**config.mk**
```make
export PLATFORM = sky130hd
export DESIGN_NAME = wdt_dual_stage
export DESIGN_NICKNAME = d
export VERILOG_FILES = /design/src/rtl/wdt_pkg.sv /design/src/rtl/wdt_rst_sync.sv /design/src/rtl/wdt_unlock.sv /design/src/rtl/wdt_counter.sv /design/src/rtl/wdt_dual_stage.sv
export SDC_FILE = /design/constraint.sdc
export NUM_CORES = 1
export LEC_CHECK = 0
export BUFFER_PORTS_ARGS = -buffer_cell sky130_fd_sc_hd__buf_2
export CAP_MARGIN = 20
export CELL_PAD_IN_SITES_DETAIL_PLACEMENT = 2
export CELL_PAD_IN_SITES_GLOBAL_PLACEMENT = 2
export CORE_ASPECT_RATIO = 0.6
export CORE_MARGIN = 3
export CORE_UTILIZATION = 39
export DETAILED_ROUTE_END_ITERATION = 10
export PLACE_DENSITY_LB_ADDON = 0.1
export SLEW_MARGIN = 10
export SYNTH_ARGS = -nofsm -noshare
export SYNTH_HDL_FRONTEND = slang
export SYNTH_HIERARCHICAL = 1
export SYNTH_SLANG_ARGS = --single-unit
```
**constraint.sdc**
```tcl
create_clock -name clk -period 3.35 [get_ports clk]
set_input_delay 1.005 -clock clk [delete_from_list [all_inputs] [get_ports clk]]
set_output_delay 1.005 -clock clk [all_outputs]
set_load 0.05 [all_outputs]
```
**src/rtl/wdt_pkg.sv**
```systemverilog
package wdt_pkg;
  typedef enum logic [1:0] {
    LK_IDLE = 2'd0,
    LK_HALF = 2'd1,
    LK_OPEN = 2'd2
  } lock_e;

  localparam logic [7:0] KEY_FIRST  = 8'h80;
  localparam logic [7:0] KEY_SECOND = 8'h86;
endpackage

```
**src/rtl/wdt_rst_sync.sv**
```systemverilog
module wdt_rst_sync #(
  parameter int STAGES = 2
) (
  input  logic clk,
  input  logic arst_n,
  output logic rst_n_o
);
  logic [STAGES-1:0] sync_q;
  logic [STAGES-1:0] sync_d;

  always_comb sync_d = {sync_q[STAGES-2:0], 1'b1};

  always_ff @(posedge clk or negedge arst_n) begin
    if (!arst_n) sync_q <= '0;
    else         sync_q <= sync_d;
  end

  assign rst_n_o = sync_q[STAGES-1];
endmodule

```
**src/rtl/wdt_unlock.sv**
```systemverilog
module wdt_unlock
  import wdt_pkg::*;
#(
  parameter int ADDR_W = 4,
  parameter int DATA_W = 32,
  parameter logic [ADDR_W-1:0] ADDR_KEY = 4'hC
) (
  input  logic              clk,
  input  logic              rst_n,
  input  logic              free_run,
  input  logic              wr_en,
  input  logic [ADDR_W-1:0] wr_addr,
  input  logic [DATA_W-1:0] wr_data,
  output logic              gate_o
);
  lock_e state_q, state_d;
  logic  hit_first, hit_second;

  assign hit_first  = (wr_addr == ADDR_KEY) && (wr_data[7:0] == KEY_FIRST);
  assign hit_second = (wr_addr == ADDR_KEY) && (wr_data[7:0] == KEY_SECOND);

  always_comb begin
    state_d = state_q;
    if (free_run) begin
      state_d = LK_IDLE;
    end else if (wr_en) begin
      case (state_q)
        LK_IDLE: state_d = hit_first  ? LK_HALF : LK_IDLE;
        LK_HALF: state_d = hit_second ? LK_OPEN : LK_IDLE;
        default: state_d = LK_IDLE;
      endcase
    end
  end

  always_ff @(posedge clk or negedge rst_n) begin
    if (!rst_n) state_q <= LK_IDLE;
    else        state_q <= state_d;
  end

  assign gate_o = free_run || (state_q == LK_OPEN);
endmodule

```
**src/rtl/wdt_counter.sv**
```systemverilog
module wdt_counter #(
  parameter int CNT_W = 35,
  parameter int PRE_W = 32,
  parameter logic [PRE_W-1:0] PRE_RST = '1
) (
  input  logic             clk,
  input  logic             rst_n,
  input  logic             free_run,
  input  logic             restart,
  input  logic [PRE_W-1:0] pre1,
  input  logic [PRE_W-1:0] pre2,
  output logic [CNT_W-1:0] cnt_o,
  output logic             stage_o,
  output logic             expire_o
);
  localparam int PAD = CNT_W - PRE_W;

  logic [CNT_W-1:0] cnt_q, cnt_d;
  logic             stage_q, stage_d;
  logic [CNT_W-1:0] load1, load2;

  assign load1 = {{PAD{1'b0}}, pre1};
  assign load2 = {{PAD{1'b0}}, pre2};

  always_comb begin
    cnt_d    = cnt_q - 1'b1;
    stage_d  = stage_q;
    expire_o = 1'b0;
    if (restart) begin
      cnt_d   = load1;
      stage_d = 1'b0;
    end else if (cnt_q == '0) begin
      if (free_run || stage_q) begin
        expire_o = 1'b1;
        cnt_d    = load1;
        stage_d  = 1'b0;
      end else begin
        cnt_d    = load2;
        stage_d  = 1'b1;
      end
    end
  end

  always_ff @(posedge clk or negedge rst_n) begin
    if (!rst_n) begin
      cnt_q   <= {{PAD{1'b0}}, PRE_RST};
      stage_q <= 1'b0;
    end else begin
      cnt_q   <= cnt_d;
      stage_q <= stage_d;
    end
  end

  assign cnt_o   = cnt_q;
  assign stage_o = stage_q;
endmodule

```
**src/rtl/wdt_dual_stage.sv**
```systemverilog
module wdt_dual_stage #(
  parameter int CNT_W  = 35,
  parameter int PRE_W  = 32,
  parameter int DATA_W = 32,
  parameter int ADDR_W = 4,
  parameter logic [PRE_W-1:0] PRE_RST = '1
) (
  input  logic              clk,
  input  logic              por_n,
  input  logic              sys_rst_n,
  input  logic              cfg_toggle,
  input  logic              cfg_free_run,
  input  logic              wr_en,
  input  logic [ADDR_W-1:0] wr_addr,
  input  logic [DATA_W-1:0] wr_data,
  output logic              wdt_tout_n,
  output logic              tmo_status,
  output logic [CNT_W-1:0]  cnt_o,
  output logic              stage_o
);
  localparam logic [ADDR_W-1:0] ADDR_CTL  = ADDR_W'(12);
  localparam int                RELOAD_B  = 8;
  localparam int                CLEAR_B   = 9;
  localparam int                NUM_PRE   = 2;

  logic rst_por_n, rst_sys_n;
  logic gate, acc, ctl_hit, host_reload, host_clear, expire;
  logic stat_q, stat_d, out_q, out_d;
  logic [PRE_W-1:0] pre1_w, pre2_w;

  wdt_rst_sync #(.STAGES(2)) u_sync_por (
    .clk(clk), .arst_n(por_n), .rst_n_o(rst_por_n)
  );
  wdt_rst_sync #(.STAGES(2)) u_sync_sys (
    .clk(clk), .arst_n(por_n & sys_rst_n), .rst_n_o(rst_sys_n)
  );

  wdt_unlock #(.ADDR_W(ADDR_W), .DATA_W(DATA_W), .ADDR_KEY(ADDR_CTL)) u_unlock (
    .clk(clk), .rst_n(rst_sys_n), .free_run(cfg_free_run),
    .wr_en(wr_en), .wr_addr(wr_addr), .wr_data(wr_data), .gate_o(gate)
  );

  assign acc         = wr_en && gate;
  assign ctl_hit     = acc && (wr_addr == ADDR_CTL);
  assign host_reload = ctl_hit && wr_data[RELOAD_B];
  assign host_clear  = ctl_hit && wr_data[CLEAR_B];

  for (genvar i = 0; i < NUM_PRE; i++) begin : g_pre
    logic [PRE_W-1:0] q;
    logic             en;
    assign en = acc && (wr_addr == ADDR_W'(4 * i));
    always_ff @(posedge clk or negedge rst_sys_n) begin
      if (!rst_sys_n) q <= PRE_RST;
      else if (en)    q <= wr_data[PRE_W-1:0];
    end
  end

  assign pre1_w = g_pre[0].q;
  assign pre2_w = g_pre[1].q;

  wdt_counter #(.CNT_W(CNT_W), .PRE_W(PRE_W), .PRE_RST(PRE_RST)) u_cnt (
    .clk(clk), .rst_n(rst_sys_n), .free_run(cfg_free_run),
    .restart(host_reload), .pre1(pre1_w), .pre2(pre2_w),
    .cnt_o(cnt_o), .stage_o(stage_o), .expire_o(expire)
  );

  always_comb begin
    stat_d = stat_q;
    if (expire)          stat_d = 1'b1;
    else if (host_clear) stat_d = 1'b0;
  end

  always_ff @(posedge clk or negedge rst_por_n) begin
    if (!rst_por_n) stat_q <= 1'b0;
    else            stat_q <= stat_d;
  end

  always_comb begin
    out_d = out_q;
    if (expire) out_d = cfg_toggle ? ~out_q : 1'b0;
  end

  always_ff @(posedge clk or negedge rst_sys_n) begin
    if (!rst_sys_n) out_q <= 1'b1;
    else            out_q <= out_d;
  end

  assign tmo_status = stat_q;
  assign wdt_tout_n = out_q;
endmodule

```
[Yosys cells after proc, flatten, opt, wreduce, memory -nomap -nowiden]
Cells that the tools add are included.
Widths: inputs -> output; s select.
Operators by class
  add/subtract/negate cells: 1
  equality and inequality tests: 6
  multiplexer cells: 17
  bitwise gates (word level): 2
  reduce and logical (&&, ||, !) cells: 16
Operator list (number)
  $mux 35: 2
  $logic_not 35->1: 1
  $sub 35x1->35 const B: 1
  $mux 32: 1
  $eq 8x8->1 const B: 2
  $mux 1: 10
  $logic_and 1x1->1: 8
  $mux 2: 3
  $reduce_bool 2->1: 3
  $eq 4x3->1 const B: 1
  $eq 4x4->1 const B: 1
  $logic_not 4->1: 1
  $pmux 2 s2: 1
  $eq 2x1->1 const B: 1
  $eq 2x2->1 const B: 1
  $logic_not 2->1: 1
  $logic_or 1x1->1: 2
  $and 1x1->1: 1
  $not 1->1: 1
Storage, ports and cells
  register bits after elaboration: 108
  input bits: 42
  output and inout port bits: 38
  logic and storage cells: 51

[Longest topological paths before layout]
  word-level depth: 7
  mapped depth: 10
  mapped depth without buffers: 9

[Modules after synthesis]
The synthesis kept the hierarchy.
Modules (own cells, without submodules)
  wdt_dual_stage: times used 1, cells each 147, area an instance 2718.9 um2
  wdt_counter: times used 1, cells each 243, area an instance 2357.3 um2
  wdt_unlock: times used 1, cells each 14, area an instance 161.4 um2
  wdt_rst_sync: times used 2, cells each 3, area an instance 53.8 um2

[Least setup slack after synthesis]
No wires, ideal clock.
  path kind: input -> register
  start: input port cfg_free_run
  end: register u_cnt.cnt_q[27] (netlist: u_cnt/cnt_o[27])
  setup time: 0.073 ns
  data arrival time: 2.449 ns
  required time: 3.277 ns
  path slack: 0.828 ns
  stages on the path: 7
  cells stage by stage: a21o_1 and4bb_2 and4_1 a21oi_1 clkbuf_1 o22ai_1 a21oi_1
On the way
  cells in the longest elaborated chain, start to end: 5
  elaborated cells on any way between the ends: 8
Ends and longest elaborated chain
  start: declaration: line wdt_dual_stage.sv:12  | input logic cfg_free_run,
  $logic_or 1x1->1: line wdt_unlock.sv:40  | assign gate_o = free_run || (state_q == LK_OPEN);
  $logic_and 1x1->1: line wdt_dual_stage.sv:43  | assign acc = wr_en && gate;
  $logic_and 1x1->1: line wdt_dual_stage.sv:44  | assign ctl_hit = acc && (wr_addr == ADDR_CTL);
  $logic_and 1x1->1: line wdt_dual_stage.sv:45  | assign host_reload = ctl_hit && wr_data[RELOAD_B];
  net host_reload: line wdt_dual_stage.sv:27  | logic gate, acc, ctl_hit, host_reload, host_clear, expire;
  $mux 35: line wdt_counter.sv:29  | if (restart) begin
  net u_cnt.cnt_d[27]: line wdt_counter.sv:18  | logic [CNT_W-1:0] cnt_q, cnt_d;
  end signal: assignment: line wdt_counter.sv:46  | cnt_q <= {{PAD{1'b0}}, PRE_RST};
  end signal: assignment: line wdt_counter.sv:49  | cnt_q <= cnt_d;
  end: declaration: line wdt_counter.sv:18
The timed path passes the listed nets, and every way through them passes these cells.
A chain may end at the register's enable or synchronous reset.

[Worst setup path in the final report]
  start: register u_cnt.cnt_q[0] (netlist: u_cnt/cnt_o[0])
  end: register u_cnt.cnt_q[19] (netlist: u_cnt/cnt_o[19])
On the way
  cells in the longest elaborated chain, start to end: 3
  elaborated cells on any way between the ends: 4
Ends and longest elaborated chain
  $sub 35x1->35 or $logic_not 35->1 (tied branches): line wdt_counter.sv:26, wdt_counter.sv:32
  $mux 35 (*): line wdt_counter.sv:32  | end else if (cnt_q == '0) begin
  $mux 35 (*): line wdt_counter.sv:29
  net u_cnt.cnt_d[19]: line wdt_counter.sv:18
The timed path passes the listed nets; every way through them passes the cells marked *.

==> results.toml <==
[place]
io_buffers = 79
hpwlAfterDp_mm = 11.09
place_congestion = 0.7824
post-place-ws_ns = 0.4592

[power_and_ir_drop]
p_per_area_nw_per_um2 = 715.8
cellLeakagePower_nw = 2.645
finalPower_mw = 4.480
ir_drop_mv = 0.2729

[die]
pin_count = 80
die_h_um = 96.68
die_x_um = 157.1
rows = 32
core_area_sq_um = 13130
dieArea_sq_um = 15190
initial_core_util_pct = 40.70

[cts]
cts_tree = "done"
cts_buffer_depth = 2
cts_sinks = 108
ctsHoldBuffers = 0
worstSkewPairLatency_ns = 0.35
htree_levels = 3
cts_made_buffers = 9
clkSlewWorstSetupHoldPaths_ns = 0.08
postCtsSetupBuffers = 0
root_buffer = "clkbuf_16"
cts_resized = 0

[global_route]
grt_pass1_vias = 4309
grt_pass1_wl_mm = 24.94
overflow = 0
grt_max_degree = 70
grt_use_total_pct = 21.18
antenna_found_initial = 0

[route]
vias = 3757
met1Wirelength_mm = 7.566
drt_drc_violations_left = 0
first_pass_iters = 4
vias_per_cell = 5.607
drt_wl_total_mm = 15.67
dr.first_iter.drc_count = 215
wl_met2_mm = 7.166
top_layer = "met4"
wl_per_cell_um = 23.39
wl_met3_um = 821
antenna_left = 0

[finish]
nNetsFinal = 539
final_common_cell = "dfstp_2"
most-common-layout-cells = "dfstp_2, buf_2, nor2_1, mux2_2, mux2_4"
syn_to_final_growth_pct = 17.09
drive_gt1_share_pct = 58.60
diodes = 0

[setup_path]
critPathMaxFanout = 17
crit_chain = "inv_1, ha_1, nor4b_2, nand3_2, nor4_4, a21o_1, a22oi_1, o21ai_0"
crit_path_start_kind = "flop"
required_ns = 3.60
max_stage_delay_ns = 0.70
worst_path_max_delay_cell = "a21o_1"
arrival_ns = 3.16
end_kind = "flop"
path_class = "reg2reg"

[sta]
drv_slew = 0
fin_crit_sh_pct = 86.76
max_freq_mhz = 344.1
setup_slack_ns = 0.4435
setup_violations = 0
tns_ns = 0
timing.final.crit_period_ns = 2.906
tightest_slew_ns = 0.9175
hold_ws_ns = 0.002484
hold_viol = 0
maxSlewHeadroom_pct = 38.83
skew_ns = 0.008687
rsz0062_at_grt = "no"

[job]
drv_cap = 0

[synth]
synthArstFlopShare_pct = 100.0
synth-edff-count = 0
synthFlopType = "dfstp_2"
ys_warn_count = 6
synth_seq_cells = 108
synth_cells = 410
synth_area_per_cell_sq_um = 13.04
ys_types = 65
synth_nets = 454
syn_area_sq_um = 5345
ys_seq_area_share_pct = 52.83

[worst_hold_path]
min_path_type = "reg2async"

[outcome]
outcome = "finished, final reports clean"
[area by class of cell]
class,instances,area (sq um)
inverters,6,22.52
fillers,1303,6874
clock inverters,6,72.57
repair buffers,93,525.5
multi-input cells,277,2359
well taps,170,212.7
flip-flops and latches,108,2828
clock buffers,10,239.0
[per-stage QoR]
stage | cell area (sq um) | cells | util, %
2_1_floorplan | 5345 | 410 | -
3_3_place_gp | 5947 | 654 | 45.28
3_5_place_dp | 5947 | 654 | 45.28
4_1_cts | 6259 | 670 | 47.66
5_1_grt | 6259 | 670 | 47.66
6_report | 6259 | 670 | 47.66
[worst max-delay path: cells and delay by family, from the launching register on]
kind / cells / cell delay, ns
compound gates: 3 / 1.08
fa+ha+maj: 1 / 0.16
buf+inv: 1 / 0.12
flops: 1 / 0.40
simple gates: 3 / 1.03
[sequential cells by signal, summed over array words and instances (netlist names)]
signal and count:
wdt_tout_n 1, u_unlock/state_q 2, tmo_status 1, u_cnt/cnt_o 35, g_pre.q 64, u_cnt/stage_o 1, u_sync_por/sync_q 2, u_sync_sys/sync_q 2
[synthesized netlist by cell type (3+ instances only)]
library cell  number  area share [%]
a211oi_1           6            0.84
a21o_1             4            0.56
a21oi_1           15             1.4
a221o_1           15             2.8
and2_1             3            0.35
buf_2              4            0.37
buf_6              8             1.7
clkbuf_1           6            0.42
dfrtp_1           11             5.1
dfstp_2           97              48
inv_1              6            0.42
mux2_2            32             6.7
mux2_4            30             8.4
nand2_1           13            0.91
nand3_1            8            0.75
nand4b_1           3            0.49
nor2_1            33             2.3
nor3_1             6            0.56
nor3_2             3            0.56
nor4b_2            3            0.84
o21ai_0            5            0.47
o22ai_1           11             1.3
o31ai_1            5            0.70
or3_1              4            0.47
xnor2_1           10             1.6
xor2_1            14             2.3
[final timing paths]
kind | startpoint | endpoint | slack, ns | depth (start not counted)
setup / recovery | u_cnt/cnt_o[0] | u_cnt/cnt_o[19] | 0.44 | 8
hold / removal | u_sync_por/sync_q[1] | tmo_status | 0.002 | 0
setup reg to reg | u_cnt/cnt_o[0] | u_cnt/cnt_o[19] | 0.44 | 8
hold reg to reg | u_sync_por/sync_q[1] | tmo_status | 0.002 | 0
max in group asynchronous | u_sync_sys/sync_q[1] | g_pre[0].q[18] | 2.12 | 1
min in group clk | u_sync_sys/sync_q[0] | u_sync_sys/sync_q[1] | 0.35 | 0
[cells by family (layout without fill, tap and decap cells)]
| family | Yosys count | after routing | synth area share, % |
|---|---|---|---|
| buf+inv | 25 | 115 | 3.043 |
| simple gates | 113 | 113 | 13.97 |
| xor+xnor | 24 | 24 | 3.933 |
| fa+ha+maj | 2 | 2 | 0.4681 |
| flops | 108 | 108 | 52.83 |
| other cells | 2 | 2 | 0.1405 |
| mux | 64 | 64 | 15.59 |
| compound gates | 72 | 72 | 10.02 |
[layer usage]
| metal | track usage, % | vias up |
|---|---|---|
| met2 | 32.48 | 77 |
| met1 | 31.36 | 1997 |
| met4 | 4.467 | 0 |
| met5 | 0 | - |
| met3 | 3.934 | 12 |
| li1 | - | 1671 |
[power by group]
group | switching (mW) | internal [mW] | total (mW) | leakage (nW)
clock | 0.505 | 0.608 | 1.11 | 0.149
sequential | 0.329 | 1.77 | 2.10 | 1.15
combinational | 0.798 | 0.467 | 1.26 | 1.35
Note: power is estimated with default switching activity, not from simulation.
